**src/rtl/dmac_pkg.sv**
```systemverilog
package dmac_pkg;

    localparam int unsigned N_CHAN = 4;
    localparam int unsigned CH_W   = $clog2(N_CHAN);
    localparam int unsigned PORT_W = 4;

    localparam logic [PORT_W-1:0] P_STATUS = 4'h8;
    localparam logic [PORT_W-1:0] P_SMASK  = 4'h9;
    localparam logic [PORT_W-1:0] P_MODE   = 4'hA;
    localparam logic [PORT_W-1:0] P_CLRFF  = 4'hB;
    localparam logic [PORT_W-1:0] P_AMASK  = 4'hC;

    typedef enum logic [1:0] {
        XM_DEMAND  = 2'b00,
        XM_SINGLE  = 2'b01,
        XM_CASCADE = 2'b10,
        XM_SINGLE2 = 2'b11
    } xfer_mode_e;

    // Field order matches mode byte bits 5:2
    typedef struct packed {
        xfer_mode_e kind;
        logic       autoinit;
        logic       dir;
    } chan_mode_t;

endpackage

```
**src/rtl/dmac_chan.sv**
```systemverilog
module dmac_chan #(
    parameter int unsigned DW = 8
) (
    input  logic            clk,
    input  logic            rst_n,
    input  logic            wr_addr,
    input  logic            wr_cnt,
    input  logic            hi_sel,
    input  logic [DW-1:0]   wdata,
    input  logic            autoinit,
    input  logic            cascade,
    input  logic            masked,
    input  logic            dreq,
    input  logic            dack,
    output logic [2*DW-1:0] cur_addr,
    output logic [2*DW-1:0] cur_cnt,
    output logic            step,
    output logic            term
);
    localparam int unsigned RW = 2 * DW;

    typedef struct packed {
        logic [RW-1:0] base_addr;
        logic [RW-1:0] base_cnt;
        logic [RW-1:0] cur_addr;
        logic [RW-1:0] cur_cnt;
    } chan_st_t;

    chan_st_t s_d, s_q;

    always_comb begin
        s_d  = s_q;
        step = dreq & dack & ~masked & ~cascade;
        term = step & (s_q.cur_cnt == '0);

        if (step) begin
            if (term && autoinit) begin
                s_d.cur_addr = s_q.base_addr;
                s_d.cur_cnt  = s_q.base_cnt;
            end else begin
                s_d.cur_addr = s_q.cur_addr + RW'(1);
                s_d.cur_cnt  = s_q.cur_cnt - RW'(1);
            end
        end

        // A software write wins over a transfer for the register it touches
        if (wr_addr) begin
            if (hi_sel) begin
                s_d.base_addr[DW +: DW] = wdata;
                s_d.cur_addr[DW +: DW]  = wdata;
            end else begin
                s_d.base_addr[0 +: DW] = wdata;
                s_d.cur_addr[0 +: DW]  = wdata;
            end
        end
        if (wr_cnt) begin
            if (hi_sel) begin
                s_d.base_cnt[DW +: DW] = wdata;
                s_d.cur_cnt[DW +: DW]  = wdata;
            end else begin
                s_d.base_cnt[0 +: DW] = wdata;
                s_d.cur_cnt[0 +: DW]  = wdata;
            end
        end
    end

    always_ff @(posedge clk) begin
        if (!rst_n) s_q <= '0;
        else        s_q <= s_d;
    end

    assign cur_addr = s_q.cur_addr;
    assign cur_cnt  = s_q.cur_cnt;

endmodule

```
**src/rtl/dmac_ctrl.sv**
```systemverilog
module dmac_ctrl
    import dmac_pkg::*;
#(
    parameter int unsigned DW = 8
) (
    input  logic                    clk,
    input  logic                    rst_n,
    input  logic                    wr_en,
    input  logic                    rd_en,
    input  logic [PORT_W-1:0]       addr,
    input  logic [DW-1:0]           wdata,
    input  logic [N_CHAN-1:0]       term,
    output logic                    hi_sel,
    output logic [N_CHAN-1:0]       mask,
    output logic [N_CHAN-1:0]       status,
    output chan_mode_t [N_CHAN-1:0] modes
);
    typedef struct packed {
        logic                    hi;
        logic [N_CHAN-1:0]       mask;
        logic [N_CHAN-1:0]       status;
        chan_mode_t [N_CHAN-1:0] mode;
    } ctrl_st_t;

    ctrl_st_t r_d, r_q;
    logic     chan_port;
    logic     unused_hi_bits;

    assign unused_hi_bits = ^wdata[DW-1:6];

    always_comb begin
        r_d       = r_q;
        chan_port = ~addr[PORT_W-1];

        if (wr_en && addr == P_CLRFF)
            r_d.hi = 1'b0;
        else if ((wr_en || rd_en) && chan_port)
            r_d.hi = ~r_q.hi;

        if (wr_en && addr == P_SMASK)
            r_d.mask[wdata[CH_W-1:0]] = wdata[2];
        if (wr_en && addr == P_AMASK)
            r_d.mask = wdata[N_CHAN-1:0];
        if (wr_en && addr == P_MODE)
            r_d.mode[wdata[CH_W-1:0]] = chan_mode_t'(wdata[5:2]);

        for (int i = 0; i < N_CHAN; i++) begin
            if (term[i] && !r_q.mode[i].autoinit)
                r_d.mask[i] = 1'b1;
        end

        if (rd_en && addr == P_STATUS)
            r_d.status = term;
        else
            r_d.status = r_q.status | term;
    end

    always_ff @(posedge clk) begin
        if (!rst_n) begin
            r_q      <= '0;
            r_q.mask <= '1;
        end else begin
            r_q <= r_d;
        end
    end

    assign hi_sel = r_q.hi;
    assign mask   = r_q.mask;
    assign status = r_q.status;
    assign modes  = r_q.mode;

endmodule

```
**src/rtl/dmac_regfile.sv**
```systemverilog
module dmac_regfile
    import dmac_pkg::*;
#(
    parameter int unsigned DW = 8
) (
    input  logic                clk,
    input  logic                rst_n,
    input  logic                io_cs,
    input  logic                io_wr,
    input  logic                io_rd,
    input  logic [PORT_W-1:0]   io_addr,
    input  logic [DW-1:0]       io_wdata,
    output logic [DW-1:0]       io_rdata,
    input  logic [N_CHAN-1:0]   dreq,
    input  logic [N_CHAN-1:0]   dack_in,
    output logic [N_CHAN-1:0]   hreq,
    output logic [N_CHAN-1:0]   dack_out,
    output logic [N_CHAN-1:0]   xfer_dir,
    output logic [N_CHAN-1:0]   xfer_pulse,
    output logic [N_CHAN-1:0]   tc_pulse
);
    localparam int unsigned RW = 2 * DW;

    typedef struct packed {
        logic [N_CHAN-1:0] xfer;
        logic [N_CHAN-1:0] tc;
    } pulse_t;

    logic                    wr_en, rd_en;
    logic                    byte_hi;
    logic [N_CHAN-1:0]       mask_vec, status_vec, step_vec, term_vec, casc_vec;
    chan_mode_t [N_CHAN-1:0] modes;
    logic [RW-1:0]           addr_w [N_CHAN];
    logic [RW-1:0]           cnt_w  [N_CHAN];
    logic [RW-1:0]           rd_word;
    pulse_t                  p_d, p_q;

    assign wr_en = io_cs & io_wr;
    assign rd_en = io_cs & io_rd;

    dmac_ctrl #(.DW(DW)) u_ctrl (
        .clk    (clk),
        .rst_n  (rst_n),
        .wr_en  (wr_en),
        .rd_en  (rd_en),
        .addr   (io_addr),
        .wdata  (io_wdata),
        .term   (term_vec),
        .hi_sel (byte_hi),
        .mask   (mask_vec),
        .status (status_vec),
        .modes  (modes)
    );

    for (genvar g = 0; g < N_CHAN; g++) begin : g_chan
        logic sel;
        assign sel         = wr_en & ~io_addr[PORT_W-1] & (io_addr[CH_W:1] == CH_W'(g));
        assign casc_vec[g] = (modes[g].kind == XM_CASCADE);
        assign xfer_dir[g] = modes[g].dir;

        dmac_chan #(.DW(DW)) u_chan (
            .clk      (clk),
            .rst_n    (rst_n),
            .wr_addr  (sel & ~io_addr[0]),
            .wr_cnt   (sel & io_addr[0]),
            .hi_sel   (byte_hi),
            .wdata    (io_wdata),
            .autoinit (modes[g].autoinit),
            .cascade  (casc_vec[g]),
            .masked   (mask_vec[g]),
            .dreq     (dreq[g]),
            .dack     (dack_in[g]),
            .cur_addr (addr_w[g]),
            .cur_cnt  (cnt_w[g]),
            .step     (step_vec[g]),
            .term     (term_vec[g])
        );
    end

    assign hreq     = dreq & ~mask_vec;
    assign dack_out = dack_in & casc_vec & ~mask_vec;

    always_comb begin
        rd_word  = io_addr[0] ? cnt_w[io_addr[CH_W:1]] : addr_w[io_addr[CH_W:1]];
        io_rdata = '0;
        if (rd_en) begin
            if (!io_addr[PORT_W-1])
                io_rdata = byte_hi ? rd_word[RW-1:DW] : rd_word[DW-1:0];
            else if (io_addr == P_STATUS)
                io_rdata = DW'(status_vec);
            else if (io_addr == P_AMASK)
                io_rdata = DW'(mask_vec);
        end
    end

    always_comb begin
        p_d.xfer = step_vec;
        p_d.tc   = term_vec;
    end

    always_ff @(posedge clk) begin
        if (!rst_n) p_q <= '0;
        else        p_q <= p_d;
    end

    assign xfer_pulse = p_q.xfer;
    assign tc_pulse   = p_q.tc;

endmodule

```
**config.mk**
```make
export PLATFORM = sky130hd
export DESIGN_NAME = dmac_regfile
export DESIGN_NICKNAME = d
export VERILOG_FILES = /design/src/rtl/dmac_pkg.sv /design/src/rtl/dmac_chan.sv /design/src/rtl/dmac_ctrl.sv /design/src/rtl/dmac_regfile.sv
export SDC_FILE = /design/constraint.sdc
export NUM_CORES = 1
export LEC_CHECK = 0
export BUFFER_PORTS_ARGS = -buffer_cell sky130_fd_sc_hd__clkbuf_2
export CAP_MARGIN = 20
export CORE_MARGIN = 2
export CORE_UTILIZATION = 50
export CTS_BUF_LIST = sky130_fd_sc_hd__clkbuf_8
export DETAILED_ROUTE_END_ITERATION = 8
export HOLD_SLACK_MARGIN = 0.15
export PLACE_DENSITY = 0.66
export SLEW_MARGIN = 20
export SYNTH_ARGS = -nofsm -noshare
export SYNTH_HDL_FRONTEND = slang
export SYNTH_SLANG_ARGS = --single-unit
```
**constraint.sdc**
```tcl
create_clock -name clk -period 2.58 [get_ports clk]
set_input_delay 0.258 -clock clk [delete_from_list [all_inputs] [get_ports clk]]
set_output_delay 0.258 -clock clk [all_outputs]
set_load 0.01 [all_outputs]
```
==> impl_metrics.ini, run 1 <==
[sta]
clock_skew_ns = 0.0449
setup_viol = 5
finalCritPeriodShare_pct = 102
holdWs_ns = 0.177
period_minus_slack_ns = 2.63
relSlewSlack_pct = 37.5
layout_setup_ws_ns = -0.0538
clock.fmax_mhz = 380
rsz0062_at_grt = true
hold_violations = 0
worstMarginPinSlew_ns = 0.937
drv_slew = 0

[hold_path]
min_path_type = in -> reg

[layout]
layout.cells.non_filler = 2470
fin_nets = 2073
layout-drive-gt1-share_pct = 18.1
syn_to_final_growth_pct = 15.8
multi_input_area_um2 = 8850
fin_util_pct = 58.5
n_fill_cell = 2814
seqCellArea_um2 = 5820

[yosys]
synthMuxAreaShare_pct = 8.34
seq_area_frac_synth_pct = 37.8
synth_top_area_cell = dfxtp_1
synth-edff-count = 0
synth-async-reset-ratio_pct = 0
synthAdderAreaFrac_pct = 0.653
synth_compound_area_share_pct = 23.5
synth.top_cell.area_share_pct = 37.8
syn_inst = 1953
yosys_register_bits = 289
synth_xor_area_share_pct = 0.914
ys_types = 75
syn_avg_cell_area_um2 = 7.85
ys_warn_count = 0
synthTopCellsByArea = dfxtp_1 (38%), nand2_1 (9.0%), a21oi_1 (7.9%), mux4_2 (5.3%), o21ai_0 (3.4%)
synth_top_family_by_area = simple AND/OR/NAND/NOR gates
syn_nets = 1986
syn-cell-area_um2 = 15300
synth_top_flop_cell = dfxtp_1
synthSimpleGateAreaFrac_pct = 24.1

[floorplan]
die_x_um = 179
core_um2 = 30300
die_h_um = 179
row_count = 64
dieArea_um2 = 32100
ios = 53
start_util_pct = 50.5

[drt]
ant_nets = 0
drtPass1Iterations = 6
wl_per_cell_um = 24.1
via_count = 16124
drtIter0Drc = 2010
drt_wl_total_um = 59400
drc = 0
via_per_inst = 6.53

[outcome]
violations = negative setup slack
status = complete, but fails checks

[setup_path]
crit_top_cell = mux4_2
worst_setup_path_start_kind = flip-flop
critPathMaxFanout = 3
cpMaxStageDelayCell = mux4_2
crit_chain = buf_6 > mux4_2 > mux4_2 > nor3b_2 > buf_2
cp_data_arrival_time_ns = 2.38
cp_slowest_stage_delay_ns = 0.54
required_ns = 2.32
critPathKind = reg -> out
endpoint_kind = primary output
path_delay_family = multiplexers
crit_buf_inv = 2

[global_routing]
antenna_found_initial = 2
grt_max_degree = 43
grt_util_all_layers_pct = 36.9
grt_pass1_wl_um = 89300
grt_pass1_vias = 14763
grt-ovfl-total = 0

[power_and_ir_drop]
vdd_ir_drop_max_mv = 0.391
internal-power_w = 0.00713
clkPwrFrac_pct = 45.2
seqPwrFrac_pct = 47.4
power_w = 0.00959
p_leak_nw = 6.34
netSwitchingFraction_pct = 25.6
p_per_area_nw_per_um2 = 540
comb_power_share_pct = 7.4
p_switching_w = 0.00245

[cts]
clkTransAtPathRegs_ns = 0.06
clock-root-buffer = clkbuf_8
cts_tree = yes
htreeDepth = 2
clk_latency_ns = 0.60
numCtsBuffers = 51
cts.sink_count = 289
clockBufferDepth = 3

[placement]
gp_congestion = 1.06
io_buffer_count = 52
dp_hpwl_um = 42200
dp_cells = 2382

[job]
drv_cap = 0
registers in the layout, summed over array words and instances (netlist names):
register	cells
tc_pulse	4
u_ctrl.modes	16
g_chan.u_chan.cur_addr	64
xfer_pulse	4
u_ctrl.status	4
u_ctrl.hi_sel	1
u_ctrl.mask	4
g_chan.u_chan.s_q	128
g_chan.u_chan.cur_cnt	64
cells in the mapped netlist (all sizes together), types with 6 or more instances:
| cell | n |
|---|---|
| nand4 | 34 |
| o21ai | 106 |
| or3 | 24 |
| o311ai | 7 |
| o221ai | 13 |
| nor4 | 26 |
| o21a | 7 |
| clkbuf | 137 |
| a41oi | 7 |
| mux2 | 21 |
| nand3 | 55 |
| a22oi | 8 |
| dfxtp | 289 |
| and3 | 23 |
| nor3b | 12 |
| a311oi | 8 |
| a2bb2oi | 7 |
| a21o | 6 |
| nor3 | 56 |
| a211o | 11 |
| nor2b | 16 |
| or4 | 9 |
| a211oi | 9 |
| nand2 | 366 |
| xor2 | 6 |
| buf | 26 |
| o22ai | 28 |
| xnor2 | 10 |
| o31ai | 10 |
| a31oi | 25 |
| o32ai | 12 |
| nor2 | 128 |
| mux4 | 36 |
| mux2i | 23 |
| o2111ai | 8 |
| inv | 22 |
| o211ai | 29 |
| ha | 8 |
| and2 | 8 |
| a21oi | 242 |
| nand2b | 14 |
metal layers:
| metal | part of all wire (%) | vias up | global-route usage (%) |
|---|---|---|---|
| met1 | 40 | 7679 | 49.1 |
| met2 | 44 | 903 | 56.7 |
| met3 | 11 | 200 | 7.49 |
| met4 | 5.4 | 2 | 18.7 |
| li1 | - | 7340 | - |
| met5 | 0.019 | - | 0 |
placed cells by master (no fill, tap or decap), drive strengths merged, types with 7 or more instances in the layout:
master	n
and2	8
mux4	36
o221ai	13
mux2	21
nor2b	16
a311oi	8
dfxtp	289
clkbuf	112
nand2b	14
a211o	11
o21a	7
o2111ai	8
o31ai	10
and3	23
nor3	56
a211oi	9
a22oi	8
clkinv	7
nor2	128
or3	24
o311ai	7
o22ai	28
inv	33
or4	9
a21oi	242
nand2	366
a2bb2oi	7
o211ai	29
a31oi	25
o32ai	12
nand4	34
mux2i	23
ha	8
nor3b	12
xnor2	10
o21ai	106
buf	148
nand3	55
nor4	26
a41oi	7
worst paths after layout:
kind	from	cells past startpoint	to	slack [ns]
worst max-delay path	g_chan[2].u_chan.cur_cnt[12]	5	io_rdata[4]	-0.05
worst min-delay path	io_wdata[3]	4	g_chan[3].u_chan.s_q[51]	0.18
worst max register to register	g_chan[3].u_chan.cur_cnt[11]	8	g_chan[3].u_chan.cur_addr[5]	0.13
worst min register to register	g_chan[2].u_chan.s_q[43]	2	g_chan[2].u_chan.s_q[43]	0.45
area by class of cell:
type	instances	share of cell area [%]
multi-input combinational	1479	49.8
inverter	22	0.493
sequential	289	32.8
clock inverter	21	0.810
tap	396	2.79
clock buffer	64	4.96
timing repair buffer	197	8.31
antenna	2	0.0282
repair_timing:
| item | CTS | global route |
|---|---|---|
| setup endpoints to repair | 8 | 11 |
| buffers inserted | 1 | 2 |
| hold buffers | 1 | 0 |
| endpoints found under the hold margin | 3 | 0 |
| gates resized for setup | 16 | 25 |
| pin swaps | 0 | 3 |
tightest hold or removal path, delay by kind of cell:
kind | cells | cell delay [ns]
buffers and inverters | 2 | 0.31
AOI/OAI and AO/OA | 1 | 0.05
and+or+nand+nor | 1 | 0.08
through the flow:
stage               worst slack, ns  setup TNS [ns]  area (um^2)
global placement              0.170               0        16600
detailed placement            0.147               0        16600
CTS                         -0.0518          -0.174        17700
global route                -0.0842          -0.372        17800
finish                      -0.0538          -0.179        17800
floorplan                     0.201               0        15300
cells by family after synthesis:
kind of cell               Yosys count
xor gates and xnor gates            16
and+or+nand+nor                    795
muxes                               80
buffers and inverters              185
AOI/OAI and AO/OA                  580
DFF                                289
adders and majority gates            8
power groups by stage:
stage	Combinational, W	Sequential (W)	Clock [W]
after floorplan	0.000391	0.00462	0
after global placement	0.000677	0.00464	0
after detailed placement	0.000678	0.00464	0
after CTS	0.000684	0.00454	0.00438
after global routing	0.000743	0.00454	0.00457
final	0.000707	0.00454	0.00434
No activity file was read; power rests on OpenSTA's default activity.
==> run 2: changes to the inputs <==
--- a/config.mk
+++ b/config.mk
@@ -7,9 +7,10 @@
 export LEC_CHECK = 0
 export BUFFER_PORTS_ARGS = -buffer_cell sky130_fd_sc_hd__clkbuf_2
 export CAP_MARGIN = 20
+export CORE_ASPECT_RATIO = 0.6
 export CORE_MARGIN = 2
 export CORE_UTILIZATION = 50
-export CTS_BUF_LIST = sky130_fd_sc_hd__clkbuf_8
+export CTS_BUF_LIST = sky130_fd_sc_hd__clkbuf_16
 export DETAILED_ROUTE_END_ITERATION = 8
 export HOLD_SLACK_MARGIN = 0.15
 export PLACE_DENSITY = 0.66
==> run 2 against run 1 <==
Against the previous run: the flow still finishes with violations (negative setup slack); sequential share of layout area is 0.059 points lower; via count is 0.37% higher; clock power is 5.8% lower; worst hold slack worse by 0.0064 ns; critical path type unchanged; critical endpoint is now io_rdata[6]; highest routed layer is now met4.
==> impl_metrics.ini, run 2 (synthesis results as in run 1) <==
[outcome]
status = complete, but fails checks
violations = negative setup slack

[setup_path]
required_ns = 2.32
worst_setup_path_start_kind = flip-flop
critPathKind = reg -> out
r2r_cells = 7
cp_data_arrival_time_ns = 2.34
r2r_end = g_chan[3].u_chan.cur_addr[9]
endpoint_kind = primary output
r2r-start = g_chan[3].u_chan.cur_cnt[11]
rrSetupSlack_ns = 0.09
critPathMaxFanout = 5

[sta]
clock_skew_ns = 0.0136
rsz0062_at_grt = true
drv_slew = 0
finalCritPeriodShare_pct = 101
relSlewSlack_pct = 34.6
worstMarginPinSlew_ns = 0.980
layout_setup_ws_ns = -0.0178
clock.fmax_mhz = 385
setup_viol = 3
hold_violations = 0
finalSetupTns_ns = -0.0315
period_minus_slack_ns = 2.60

[cts]
numCtsBuffers = 28
clk_latency_ns = 0.57
clock-root-buffer = clkbuf_16
cts_tree = yes
cts.sink_count = 289
clockBufferDepth = 3
clkTransAtPathRegs_ns = 0.07
htreeDepth = 1

[floorplan]
die_x_um = 230
dieArea_um2 = 32100
start_util_pct = 51.0
row_count = 49
core_um2 = 30000
die_h_um = 140
ios = 53

[layout]
syn_to_final_growth_pct = 15.8
layout_commonest_cell = nand2_1
fin_nets = 2064
post-route-cell-area_um2 = 17800
final_cell_mix = nand2_1 (366), dfxtp_1 (275), a21oi_1 (240)
layout-drive-gt1-share_pct = 17.5
regMostFlops = g_chan.u_chan.s_q
seqCellArea_um2 = 5810
antenna_cells = 0
largest_register_ffs = 128
multi_input_area_um2 = 8870
n_fill_cell = 2832

[global_routing]
use_met1_pct = 58.1
grt_pass1_wl_um = 92400
use_met3_pct = 10.2
antenna_found_initial = 1
busiest_layer = met1
gr-usage-met2_pct = 50.2
grt_max_degree = 57
grt_util_all_layers_pct = 37.8
grt-ovfl-total = 0
grt_pass1_vias = 14470

[job]
drv_cap = 0

[power_and_ir_drop]
p_switching_w = 0.00247
clkPwrFrac_pct = 43.7
p_leak_nw = 6.30
netSwitchingFraction_pct = 26.4
power_w = 0.00936
comb_power_share_pct = 7.8
internal-power_w = 0.00689
p_per_area_nw_per_um2 = 528
vdd_ir_drop_max_mv = 0.479
seqPwrFrac_pct = 48.4

[hold_path]
whs_path_depth = 3
min_path_type = in -> reg
min-delay-start = io_wdata[0]
holdPathEnd = g_chan[0].u_chan.s_q[40]

[drt]
drt_wl_total_um = 61700
via_count = 16184
via_per_inst = 6.58
ant_nets = 0
drtPass1Iterations = 5
drc = 0
wl_per_cell_um = 25.1
drtIter0Drc = 2243

[placement]
io_buffer_count = 52
gp_congestion = 1.01
dp_slack_ns = 0.0851
place_area_um2 = 16700
dp_hpwl_um = 44900
run 2: changes by cell type in the layout (fill, tap and decap cells not counted), sizes merged, moves of 2 or more:
cell and change:
clkinvlp +2, clkinv +7, buf +11, inv -7, clkbuf -33, diode -2
run 2: layer usage:
metal | vias up | part of all wire [%]
met3 | 141 | 14
li1 | 7319 | -
met1 | 7696 | 44
met2 | 1028 | 39
met4 | 0 | 3.5
met5 | - | 0
run 2: worst max-delay path: stages, from the launching register on:
cell      delay, ns
dfxtp_1        0.32
buf_6          0.13
mux4_2         0.51
mux4_2         0.47
nor3b_2        0.18
clkbuf_2       0.16
run 2: power groups by stage:
stage / clock network, W / registers [W] / logic, W
2_1_floorplan: 0 / 0.00462 / 0.000391
3_5_place_dp: 0 / 0.00463 / 0.000701
6_report: 0.00409 / 0.00454 / 0.000735
5_1_grt: 0.00429 / 0.00453 / 0.000770
4_1_cts: 0.00411 / 0.00453 / 0.000705
3_3_place_gp: 0 / 0.00463 / 0.000697
run 2: repair_timing:
action                     4_1_cts  5_1_grt
hold endpoints to repair         9        0
hold buffers                     2        0
resized for setup               11       24
setup endpoints to repair        5       15
setup buffers                    0        5
run 2: layout make-up:
type	count	area share (%)
Multi-Input combinational cell	1479	49.9
Timing Repair Buffer	211	9.01
Inverter	22	0.493
Clock inverter	22	0.888
Tap cell	408	2.88
Clock buffer	29	4.09
Sequential cell	289	32.7
run 2: worst max-delay path by stage:
stage / from / to / slack [ns] / cells after the start
after floorplan: g_chan[3].u_chan.cur_cnt[9] / g_chan[3].u_chan.cur_addr[10] / 0.20 / 9
after global placement: g_chan[2].u_chan.cur_cnt[12] / g_chan[2].u_chan.cur_addr[15] / 0.13 / 6
after detailed placement: g_chan[2].u_chan.cur_cnt[12] / g_chan[2].u_chan.cur_addr[15] / 0.09 / 6
after CTS: g_chan[0].u_chan.cur_cnt[7] / io_rdata[7] / -0.01 / 5
after global routing: g_chan[2].u_chan.cur_cnt[12] / io_rdata[4] / -0.05 / 5
final: g_chan[2].u_chan.cur_cnt[14] / io_rdata[6] / -0.02 / 5
run 2: per-stage QoR:
step / util [%] / hold slack (ns) / instances
2_1_floorplan: - / 0.417 / 1953
3_3_place_gp: 55.8 / 0.440 / 2407
3_5_place_dp: 55.8 / 0.446 / 2407
4_1_cts: 58.8 / 0.158 / 2456
5_1_grt: 59.1 / 0.179 / 2460
6_report: 59.1 / 0.170 / 2460
